File: config.mk
export PLATFORM = sky130hd
export DESIGN_NAME = sga_array
export DESIGN_NICKNAME = d
export VERILOG_FILES = /design/src/rtl/sga_pkg.sv /design/src/rtl/sga_feed.sv /design/src/rtl/sga_pe.sv /design/src/rtl/sga_array.sv
export SDC_FILE = /design/constraint.sdc
export NUM_CORES = 2
export LEC_CHECK = 0
export BUFFER_PORTS_ARGS = -buffer_cell sky130_fd_sc_hd__buf_2
export CORE_UTILIZATION = 45
export CTS_CLUSTER_DIAMETER = 100
export DETAILED_ROUTE_END_ITERATION = 7
export HOLD_SLACK_MARGIN = 0.08
export PLACE_DENSITY = 0.71
export SETUP_SLACK_MARGIN = 0.15
export SYNTH_ARGS = -nofsm -noshare
export SYNTH_HDL_FRONTEND = slang
export SYNTH_HIERARCHICAL = 1
export SYNTH_SLANG_ARGS = --single-unit
File: constraint.sdc
create_clock -name clk -period 6.3 [get_ports clk]
set_clock_uncertainty 0.2 [all_clocks]
set_input_delay 0.63 -clock clk [delete_from_list [all_inputs] [get_ports clk]]
set_output_delay 0.63 -clock clk [all_outputs]
set_load 0.02 [all_outputs]
File: src/rtl/sga_pkg.sv
package sga_pkg;
   // Direction pointer codes; a downstream traceback decodes these values.
   typedef enum logic [1:0] {
      DIR_NONE = 2'b00,
      DIR_DIAG = 2'b01,
      DIR_UP   = 2'b10,
      DIR_LEFT = 2'b11
   } dir_e;
endpackage

File: src/rtl/sga_feed.sv
// Front end: numbers the rows of each slice and optionally generates the
// left boundary score as row*GAP for the left-most slice.
module sga_feed #(
   parameter int SC_W = 16,
   parameter int RP_W = 16,
   parameter int GAP  = -2
) (
   input  logic                   clk,
   input  logic                   rst_n,
   input  logic                   vld_i,
   input  logic                   sof_i,
   input  logic                   gen_i,
   input  logic signed [SC_W-1:0] sc_i,
   output logic signed [SC_W-1:0] sc_o,
   output logic [RP_W-1:0]        rp_o
);
   localparam logic signed [SC_W-1:0] GAP_S = SC_W'(GAP);

   logic [RP_W-1:0]        cnt_q, idx;
   logic signed [SC_W-1:0] acc_q, gsc;

   always_comb begin
      idx  = sof_i ? '0 : cnt_q;
      gsc  = sof_i ? '0 : acc_q;
      sc_o = gen_i ? gsc : sc_i;
      rp_o = idx;
   end

   always_ff @(posedge clk or negedge rst_n) begin
      if (!rst_n) begin
         cnt_q <= '0;
         acc_q <= '0;
      end else if (vld_i) begin
         cnt_q <= idx + RP_W'(1);
         acc_q <= gsc + GAP_S;
      end
   end
endmodule

File: src/rtl/sga_pe.sv
// One column of the wavefront: captures its column symbol on the slice
// start record and evaluates one cell per valid incoming row record.
module sga_pe
   import sga_pkg::*;
#(
   parameter int SYM_W = 5,
   parameter int SC_W  = 16,
   parameter int RP_W  = 16,
   parameter int MATCH = 2,
   parameter int MISM  = 1,
   parameter int GAP   = -2
) (
   input  logic                   clk,
   input  logic                   rst_n,
   input  logic [SYM_W-1:0]       bsym_i,
   input  logic                   vld_i,
   input  logic                   sof_i,
   input  logic                   mode_i,
   input  logic [SYM_W-1:0]       sym_i,
   input  logic signed [SC_W-1:0] sc_i,
   input  logic [RP_W-1:0]        rp_i,
   output logic                   vld_o,
   output logic                   sof_o,
   output logic                   mode_o,
   output logic [SYM_W-1:0]       sym_o,
   output logic signed [SC_W-1:0] sc_o,
   output logic [RP_W-1:0]        rp_o,
   output logic [1:0]             dir_o,
   output logic                   dvld_o
);
   localparam logic signed [SC_W-1:0] MATCH_S = SC_W'(MATCH);
   localparam logic signed [SC_W-1:0] MISM_S  = SC_W'(MISM);
   localparam logic signed [SC_W-1:0] GAP_S   = SC_W'(GAP);

   logic [SYM_W-1:0]       col_q, csym;
   logic signed [SC_W-1:0] up_sc_q, dg_sc_q, cd, cu, cl, sim, h_n;
   logic [RP_W-1:0]        up_rp_q, dg_rp_q, rp_n;
   dir_e                   dir_n;
   logic                   live;

   always_comb begin
      csym = sof_i ? bsym_i : col_q;
      live = (csym != '0);
      sim  = (csym == sym_i) ? MATCH_S : MISM_S;
      cd   = dg_sc_q + sim;
      cu   = up_sc_q + GAP_S;
      cl   = sc_i + GAP_S;
      if (!live) begin
         h_n = sc_i;  rp_n = rp_i;    dir_n = DIR_NONE;
      end else if (sof_i) begin
         h_n = cl;    rp_n = rp_i;    dir_n = DIR_NONE;
      end else if (cd >= cu && cd >= cl) begin
         h_n = cd;    rp_n = dg_rp_q; dir_n = DIR_DIAG;
      end else if (cu >= cl) begin
         h_n = cu;    rp_n = up_rp_q; dir_n = DIR_UP;
      end else begin
         h_n = cl;    rp_n = rp_i;    dir_n = DIR_LEFT;
      end
   end

   always_ff @(posedge clk or negedge rst_n) begin
      if (!rst_n) begin
         col_q   <= '0;
         up_sc_q <= '0;
         up_rp_q <= '0;
         dg_sc_q <= '0;
         dg_rp_q <= '0;
         vld_o   <= 1'b0;
         sof_o   <= 1'b0;
         mode_o  <= 1'b0;
         sym_o   <= '0;
         sc_o    <= '0;
         rp_o    <= '0;
         dir_o   <= DIR_NONE;
         dvld_o  <= 1'b0;
      end else begin
         vld_o  <= vld_i;
         dvld_o <= vld_i & live & ~sof_i & ~mode_i;
         if (vld_i) begin
            col_q   <= csym;
            up_sc_q <= h_n;
            up_rp_q <= rp_n;
            dg_sc_q <= sc_i;
            dg_rp_q <= rp_i;
            sof_o   <= sof_i;
            mode_o  <= mode_i;
            sym_o   <= sym_i;
            sc_o    <= h_n;
            rp_o    <= rp_n;
            dir_o   <= dir_n;
         end
      end
   end
endmodule

File: src/rtl/sga_array.sv
module sga_array #(
   parameter int NPE   = 8,
   parameter int SYM_W = 5,
   parameter int SC_W  = 16,
   parameter int RP_W  = 16,
   parameter int MATCH = 2,
   parameter int MISM  = 1,
   parameter int GAP   = -2,
   localparam int REC_W = SYM_W + SC_W
) (
   input  logic               clk,
   input  logic               rst_n,
   input  logic               in_vld,
   input  logic               in_sof,
   input  logic               in_mode,
   input  logic               in_gen,
   input  logic [SYM_W-1:0]   in_sym,
   input  logic [SC_W-1:0]    in_score,
   input  logic [SYM_W-1:0]   bcast_sym,
   output logic               col_vld_o,
   output logic               col_sof_o,
   output logic [REC_W-1:0]   col_rec_o,
   output logic               rowptr_vld_o,
   output logic [RP_W-1:0]    rowptr_o,
   output logic [NPE-1:0]     dir_vld_o,
   output logic [2*NPE-1:0]   dir_o
);
   if (NPE < 1)      $error("sga_array: NPE must be at least 1");
   if (SYM_W < 2)    $error("sga_array: SYM_W must be at least 2");
   if (SC_W < 4)     $error("sga_array: SC_W too narrow");
   if (RP_W < 2)     $error("sga_array: RP_W too narrow");
   if (GAP >= 0)     $error("sga_array: GAP must be a penalty");
   if (MATCH < MISM) $error("sga_array: MATCH must not be below MISM");

   logic                   vld_c  [NPE+1];
   logic                   sof_c  [NPE+1];
   logic                   mode_c [NPE+1];
   logic [SYM_W-1:0]       sym_c  [NPE+1];
   logic signed [SC_W-1:0] sc_c   [NPE+1];
   logic [RP_W-1:0]        rp_c   [NPE+1];

   assign vld_c[0]  = in_vld;
   assign sof_c[0]  = in_sof;
   assign mode_c[0] = in_mode;
   assign sym_c[0]  = in_sym;

   sga_feed #(.SC_W(SC_W), .RP_W(RP_W), .GAP(GAP)) u_feed (
      .clk   (clk),
      .rst_n (rst_n),
      .vld_i (in_vld),
      .sof_i (in_sof),
      .gen_i (in_gen),
      .sc_i  (in_score),
      .sc_o  (sc_c[0]),
      .rp_o  (rp_c[0])
   );

   for (genvar j = 0; j < NPE; j++) begin : g_pe
      sga_pe #(
         .SYM_W(SYM_W), .SC_W(SC_W), .RP_W(RP_W),
         .MATCH(MATCH), .MISM(MISM), .GAP(GAP)
      ) u_pe (
         .clk    (clk),
         .rst_n  (rst_n),
         .bsym_i (bcast_sym),
         .vld_i  (vld_c[j]),
         .sof_i  (sof_c[j]),
         .mode_i (mode_c[j]),
         .sym_i  (sym_c[j]),
         .sc_i   (sc_c[j]),
         .rp_i   (rp_c[j]),
         .vld_o  (vld_c[j+1]),
         .sof_o  (sof_c[j+1]),
         .mode_o (mode_c[j+1]),
         .sym_o  (sym_c[j+1]),
         .sc_o   (sc_c[j+1]),
         .rp_o   (rp_c[j+1]),
         .dir_o  (dir_o[2*j +: 2]),
         .dvld_o (dir_vld_o[j])
      );
   end

   assign col_vld_o    = vld_c[NPE];
   assign col_sof_o    = vld_c[NPE] & sof_c[NPE];
   assign col_rec_o    = {sym_c[NPE], sc_c[NPE]};
   assign rowptr_vld_o = vld_c[NPE] & mode_c[NPE];
   assign rowptr_o     = rowptr_vld_o ? rp_c[NPE] : '0;
endmodule

* After elaboration in Yosys (flattened, before gate mapping)
Cells that the tools add are included.
** Storage, ports and cells
- Flip-flop bits (word level) :: 672
- Bits of input ports :: 32
- Word-level logic and storage cells :: 331
- Output and inout port bits :: 64
** Cells by class
- Add/sub/neg operators :: 19
- Bitwise gates (word level) :: 42
- Reductions and logical operators :: 24
- Muxes and demuxes :: 116
- $lt $le $gt $ge :: 24
- Equality and inequality tests :: 16
** Operator list (number)
- 2-to-1 mux 16 bit :: 68
- >= comparator 16 bit :: 24
- adder 16 x 2 -> 16 bit (second input constant) :: 10
- adder 16 bit :: 8
- 2-to-1 mux 2 bit :: 32
- == test 5 bit :: 8
- 2-to-1 mux 5 bit :: 8
- nonzero test 5 bit :: 8
- != test 4 bit (second input constant) :: 8
- AND 1 bit :: 26
- adder 16 x 1 -> 16 bit (second input constant) :: 1
- NOT 1 bit :: 16
- AND reduction 2 bit :: 8
- logical AND 1 bit :: 8
- 2-to-1 mux 1 bit :: 8

* Logic depth before layout (Yosys ltp)
- Depth in word-level cells :: 9
- Mapped depth :: 25
- Gate-level depth less buffers :: 21

* By module
Netlist, hierarchy kept.
** Modules (own cells, without submodules)
- sga_pe (g_pe[0].u_pe ...) :: instances 4, cells each 587, sequential area each 2001.9 um2, area each 5686.7 um2
- sga_pe (g_pe[1].u_pe) :: instances 1, cells each 605, sequential area each 2001.9 um2, area each 5785.5 um2
- sga_pe (g_pe[7].u_pe) :: instances 1, cells each 597, sequential area each 2001.9 um2, area each 5784.3 um2
- sga_pe (g_pe[2].u_pe) :: instances 1, cells each 609, sequential area each 2001.9 um2, area each 5776.8 um2
- sga_pe (g_pe[6].u_pe) :: instances 1, cells each 589, sequential area each 2001.9 um2, area each 5685.5 um2
- sga_feed :: instances 1, cells each 258, sequential area each 800.8 um2, area each 2173.3 um2
- sga_array :: instances 1, cells each 20, sequential area each 0.0 um2, area each 143.9 um2

* Least setup slack after synthesis
OpenSTA, ideal clock, no wires.
- Path type :: in2reg
- Start :: input port in_sof
- End :: register g_pe[0].u_pe.up_sc_q[12]
- Required time :: 5980 ps
- Stages :: 21
- Buffers on the path :: 5
- Slack :: 930 ps
- Data arrival time :: 5050 ps
- Library setup time :: 120 ps
- Path through :: clkbuf_1 buf_2 clkbuf_1 nand3b_1 o21ai_0 or3_1 or3_1 nor3_1 xor2_1 inv_1 ha_1 nand4_2 a2111o_1 and3_4 a221oi_4 and2_1 buf_4 buf_2 mux2i_1 nand2_1 a31o_2
** RTL lines
- from (decl) :: line sga_array.sv:14 : input logic in_sof,
- to (signal assigned) :: line sga_pe.sv:81 : up_sc_q <= h_n;
- to (decl) :: line sga_pe.sv:36 : logic signed [SC_W-1:0] up_sc_q, dg_sc_q, cd, cu, cl, sim, h_n;

* Worst setup path after layout
- Start :: register g_pe[1].u_pe.sof_o
- End :: register g_pe[2].u_pe.up_sc_q[12]
** Between the ends
- Longest elaborated chain between the ends :: 9
- Elaborated cells on any way between the ends :: 11
- Classes of those cells :: 1 x add/sub; 2 x order compare; 1 x eq/ne; 5 x mux; 2 x reduce/logical
** RTL lines
- from (decl) :: line sga_pe.sv:23 : output logic sof_o,
- from (signal assigned) :: line sga_pe.sv:85 : sof_o <= sof_i;
- 2-to-1 mux 5 bit :: line sga_pe.sv:42 : csym = sof_i ? bsym_i : col_q;
- == test 5 bit :: line sga_pe.sv:44 : sim = (csym == sym_i) ? MATCH_S : MISM_S;
- 2-to-1 mux 2 bit :: line sga_pe.sv:44
- adder 16 bit :: line sga_pe.sv:45 : cd = dg_sc_q + sim;
- >= comparator 16 bit :: line sga_pe.sv:52 : end else if (cd >= cu && cd >= cl) begin
- logical AND 1 bit :: line sga_pe.sv:52
- 2-to-1 mux 16 bit :: line sga_pe.sv:52
- 2-to-1 mux 16 bit :: line sga_pe.sv:50 : end else if (sof_i) begin
- 2-to-1 mux 16 bit * :: line sga_pe.sv:48 : if (!live) begin
- to (signal assigned) :: line sga_pe.sv:81
- to (decl) :: line sga_pe.sv:36
Every way passes the cells marked *; elsewhere a longest branch is shown, timed or not.
A chain may end at the register's enable or synchronous reset.

==> flow_summary_export.csv <==
group,metric,value,unit
worst_setup_path,cpLargestDelayFamily,"simple AND/OR/NAND/NOR gates",
timing,report.final.hold_viol_count,0,
logic_synthesis,synth_area_per_cell,9.57,sq um
finish,nNetsFinal,5551,
logic_synthesis,mappedNetlistNets,5484,
logic_synthesis,post_synth_num_cell_types,112,
finish,post_route_cells_drive_above_1_share,15.2,%
pwr,power.total,31.9,mW
worst_setup_path,cpPeakStageDelay,0.59,ns
logic_synthesis,share_of_synthesized_registers_carrying_an_async_set_or_reset,100,%
worst_setup_path,critPathMaxFanout,17,
cts,clk_pin_slew,0.06,ns
worst_setup_path,critical_path_class,"flip-flop to flip-flop",
worst_setup_path,worst-path-buf-inv,1,
timing,fin_tns_setup,0,ns
worst_setup_path,crit_chain,"mux2i_1 -> xnor2_1 -> nor3_1 -> nand4_1 -> ha_1 -> fa_1 -> and3_1 -> and3_1 -> nand3_1 -> xnor2_1 -> ha_1 -> nand4_2 -> or4_4 -> nor4_2 -> o31a_2 -> o221a_4 -> buf_4 -> mux2i_1 -> o221a_1 -> o2bb2ai_1",
timing,unrepaired_setup_endpoints_after_global_routing,"false",
cts,numCtsBuffers,76,
finish,syn2layout_area_growth,9.90,%
route,avgViaCountPerCell,5.87,
timing,timing.final.max_slew_violations,0,
pwr,p_leak,23.8,nW
placement,place.detailed.hpwl,95500,um
grt,grt_start_max_net_pins,166,
hold_path,worstHoldPathType,"input pin to flip-flop",
die,num_io_pins,96,
grt,grt_util_all_layers,23.3,%
placement,placed_cells_incl_taps,6401,
die,core,106000,sq um
logic_synthesis,synth_enable_flop_cells,0,
finish,final-instance-count-excl-fill,6548,
timing,worst_slew_pin_slew,1.22,ns
route,routed_wire_length_per_instance,19.4,um
worst_setup_path,regToRegSetupSlack,0.46,ns
timing,final_period_minus_worst_setup_slack,5.84,ns
grt,grt_antenna_before_repair,6,
worst_setup_path,worst_r2r_endpoint,"g_pe[2].u_pe/up_sc_q[12]$_DFFE_PN0P_",
cts,clk_root_buffer_cell,"sky130_fd_sc_hd__clkbuf_16",
worst_setup_path,setup.worst_path.end,"g_pe[2].u_pe/up_sc_q[12]$_DFFE_PN0P_",
worst_setup_path,setup.worst_path.start,"g_pe[1].u_pe/sof_o$_DFFE_PN0P_",
route,drt_first_pass_iters,8,
worst_setup_path,ff2ff_path_depth,20,
worst_setup_path,crit_path_end_kind,"flip-flop",
route,num_vias,38400,
cts,clock_sink_count,672,
logic_synthesis,synth.yosys.seq_area_share,35.0,%
worst_setup_path,sort_of_element_at_the_start_of_the_critical_path,"flip-flop",
die,floorplan.rows,119,
status,run_status,"finished with violations",
route,sum_of_routed_wire_length_over_all_layers,127000,um
route,remaining_drc_errors,9,
die,die_width,329,um
grt,grt_pass1_vias,38100,
cts,ctsHtreeMaxLevel,3,
logic_synthesis,synth.yosys.warnings,6,
route,drtIter0Drc,3043,
placement,port_buffers,95,
pwr,power-per-cell-area,604,nW/um^2
grt,global_route_wire_length_before_repair,205000,um
logic_synthesis,postSynth.topFlopCell,"sky130_fd_sc_hd__dfrtp_1",
status,violated_checks,"DRC",
grt,global_route.overflow_total,0,
worst_setup_path,critical_path.reg2reg.startpoint,"g_pe[1].u_pe/sof_o$_DFFE_PN0P_",
die,starting_density,45.6,%
worst_setup_path,slowest_stage,"sky130_fd_sc_hd__or4_4",
worst_setup_path,cp_data_required_time,6.61,ns
finish,n_antenna_cell,0,
timing,final.period_utilization,92.7,%
run,drv_cap,0,
logic_synthesis,synth-seq-cells,672,
pwr,max-vdd-ir-drop,0.000326,V
timing,fmax,171,MHz
die,area_of_the_die,108000,sq um
logic_synthesis,syn_std_cell_area,48100,sq um
logic_synthesis,synthCells,5026,
die,die_y,329,um
worst_setup_path,cp.depth,20,
cts,cts_max_path_buffers,3,
timing,maxSlewHeadroom,17.9,%
cts,clock_latency,0.65,ns
cts,tritoncts_clock_tree,"built",
worst_setup_path,cp.arrival,6.15,ns
timing,final-setup-viol-count,0,
placement,gpl_wtd_cong,0.939,
route,ant_nets,0,
[layout by cell type (no fill, tap or decap), types with 51 or more instances in the layout]
master	instances
sky130_fd_sc_hd__dfrtp_1	664
sky130_fd_sc_hd__ha_1	418
sky130_fd_sc_hd__buf_2	94
sky130_fd_sc_hd__nor3_1	145
sky130_fd_sc_hd__nand4_1	95
sky130_fd_sc_hd__nand3_1	114
sky130_fd_sc_hd__a21o_1	51
sky130_fd_sc_hd__mux2i_1	205
sky130_fd_sc_hd__clkbuf_16	76
sky130_fd_sc_hd__and3_1	52
sky130_fd_sc_hd__nor2_1	324
sky130_fd_sc_hd__xnor2_1	211
sky130_fd_sc_hd__a21oi_1	297
sky130_fd_sc_hd__nand2b_1	51
sky130_fd_sc_hd__xor2_1	126
sky130_fd_sc_hd__buf_4	94
sky130_fd_sc_hd__mux2_2	320
sky130_fd_sc_hd__nor4_1	67
sky130_fd_sc_hd__o21ai_0	199
sky130_fd_sc_hd__inv_1	296
sky130_fd_sc_hd__nand2_1	351
sky130_fd_sc_hd__or3_1	68
[cell usage after synthesis, types with 23 or more instances]
cell type / n / share of area (%)
sky130_fd_sc_hd__dfrtp_1: 672 / 35
sky130_fd_sc_hd__ha_1: 418 / 11
sky130_fd_sc_hd__nand2_1: 351 / 2.7
sky130_fd_sc_hd__nor2_1: 324 / 2.5
sky130_fd_sc_hd__mux2_2: 320 / 7.5
sky130_fd_sc_hd__a21oi_1: 297 / 3.1
sky130_fd_sc_hd__inv_1: 296 / 2.3
sky130_fd_sc_hd__xnor2_1: 212 / 3.9
sky130_fd_sc_hd__mux2i_1: 205 / 4.3
sky130_fd_sc_hd__o21ai_0: 199 / 2.1
sky130_fd_sc_hd__nor3_1: 145 / 1.5
sky130_fd_sc_hd__xor2_1: 126 / 2.3
sky130_fd_sc_hd__nand3_1: 114 / 1.2
sky130_fd_sc_hd__clkbuf_1: 105 / 0.82
sky130_fd_sc_hd__nand4_1: 95 / 1.2
sky130_fd_sc_hd__or3_1: 68 / 0.88
sky130_fd_sc_hd__nor4_1: 67 / 0.87
sky130_fd_sc_hd__and3_1: 52 / 0.68
sky130_fd_sc_hd__a21o_1: 51 / 0.80
sky130_fd_sc_hd__nand2b_1: 51 / 0.66
sky130_fd_sc_hd__buf_2: 49 / 0.51
sky130_fd_sc_hd__o2bb2ai_1: 47 / 0.86
sky130_fd_sc_hd__nor2b_1: 42 / 0.55
sky130_fd_sc_hd__and2_1: 41 / 0.53
sky130_fd_sc_hd__o21ai_1: 41 / 0.43
sky130_fd_sc_hd__a31oi_1: 39 / 0.51
sky130_fd_sc_hd__o211ai_1: 37 / 0.58
sky130_fd_sc_hd__a2111o_1: 27 / 0.63
sky130_fd_sc_hd__nor3b_1: 27 / 0.42
sky130_fd_sc_hd__o31ai_1: 25 / 0.39
sky130_fd_sc_hd__nand3b_1: 23 / 0.36
[power breakdown]
group	total (mW)	switching [mW]	internal (mW)
combinational	18.9	10.8	8.14
sequential	8.29	2.19	6.10
clock	4.77	1.93	2.84
[worst min-delay path by stage]
stage                                            startpoint                           endpoint  cells past startpoint
after floorplan                                       rst_n  g_pe[0].u_pe/col_q[0]$_DFFE_PN0P_                      0
final                                             in_sym[2]  g_pe[0].u_pe/sym_o[2]$_DFFE_PN0P_                      2
after detailed placement  g_pe[6].u_pe/dir_o[1]$_DFFE_PN0P_  g_pe[6].u_pe/dir_o[1]$_DFFE_PN0P_                      1
after global routing                              in_sym[2]  g_pe[0].u_pe/sym_o[2]$_DFFE_PN0P_                      2
after global placement    g_pe[6].u_pe/dir_o[0]$_DFFE_PN0P_  g_pe[6].u_pe/dir_o[0]$_DFFE_PN0P_                      1
after CTS                                         in_sym[2]  g_pe[0].u_pe/sym_o[2]$_DFFE_PN0P_                      2
[worst register-to-register path: stages (launching register included)]
cell	delay (ns)
sky130_fd_sc_hd__dfrtp_2	0.45
sky130_fd_sc_hd__mux2i_1	0.26
sky130_fd_sc_hd__xnor2_1	0.09
sky130_fd_sc_hd__nor3_1	0.23
sky130_fd_sc_hd__nand4_1	0.31
sky130_fd_sc_hd__ha_1	0.34
sky130_fd_sc_hd__fa_1	0.42
sky130_fd_sc_hd__and3_1	0.21
sky130_fd_sc_hd__and3_1	0.23
sky130_fd_sc_hd__nand3_1	0.11
sky130_fd_sc_hd__xnor2_1	0.14
sky130_fd_sc_hd__ha_1	0.33
sky130_fd_sc_hd__nand4_2	0.14
sky130_fd_sc_hd__or4_4	0.59
sky130_fd_sc_hd__nor4_2	0.40
sky130_fd_sc_hd__o31a_2	0.19
sky130_fd_sc_hd__o221a_4	0.36
sky130_fd_sc_hd__buf_4	0.23
sky130_fd_sc_hd__mux2i_1	0.20
sky130_fd_sc_hd__o221a_1	0.21
sky130_fd_sc_hd__o2bb2ai_1	0.09
[registers in the layout (all words and copies together) (netlist names)]
name / count
g_pe.u_pe/sym_o: 40
u_feed/cnt_q: 16
g_pe.u_pe/up_rp_q: 128
g_pe.u_pe/dg_rp_q: 128
g_pe.u_pe/sof_o: 8
g_pe.u_pe/up_sc_q: 128
g_pe.u_pe/dvld_o: 8
g_pe.u_pe/vld_o: 8
g_pe.u_pe/col_q: 40
g_pe.u_pe/mode_o: 8
g_pe.u_pe/dg_sc_q: 128
g_pe.u_pe/dir_o: 16
u_feed/acc_q: 16
[metal layers]
layer  vias to the layer above  global-route usage (%)  part of all wire (%)
met4                        12                    6.63                   2.6
met5                         -                       0                 0.058
met3                       215                    2.90                   4.8
met1                     18800                    31.2                    44
li1                      18500                       -                     -
met2                       966                    39.5                    48
[kinds of logic (layout without fill, tap and decap cells)]
family | Yosys count | after routing | share of synthesized area [%]
compound gates | 1042 | 1042 | 14.9
flops | 672 | 672 | 35.0
buf+inv | 509 | 640 | 4.61
mux | 527 | 527 | 11.8
simple gates | 1512 | 1512 | 16.4
xor+xnor | 338 | 338 | 6.16
fa+ha+maj | 426 | 426 | 11.2
[stage by stage]
stage | util, % | instance area (sq um) | worst slack, ns | hold WS (ns)
global placement | 47.4 | 50100 | 0.192 | 0.266
detailed placement | 47.4 | 50100 | 0.0959 | 0.268
global route | 50.1 | 52900 | 0.160 | 0.132
floorplan | - | 48100 | 0.930 | 0.134
CTS | 50.1 | 52800 | 0.420 | 0.111
finish | 50.1 | 52900 | 0.458 | 0.170
[final cells by class]
class                           count  area (sq um)
Fill cell                        9727         52700
Clock inverter                     37           566
Inverter                          297          1110
Multi-Input combinational cell   3845         29100
Clock buffer                      105          2150
Tap cell                         1391          1740
Sequential cell                   672         16800
Timing Repair Buffer              201          1380
[repair_timing]
action / CTS / global route
hold endpoints to repair: 63 / 0
gates resized for setup: 0 / 3
hold buffers: 4 / 0
buffers inserted: 0 / 1
setup endpoints to repair: 0 / 19
No activity file was read; power rests on OpenSTA's default activity.
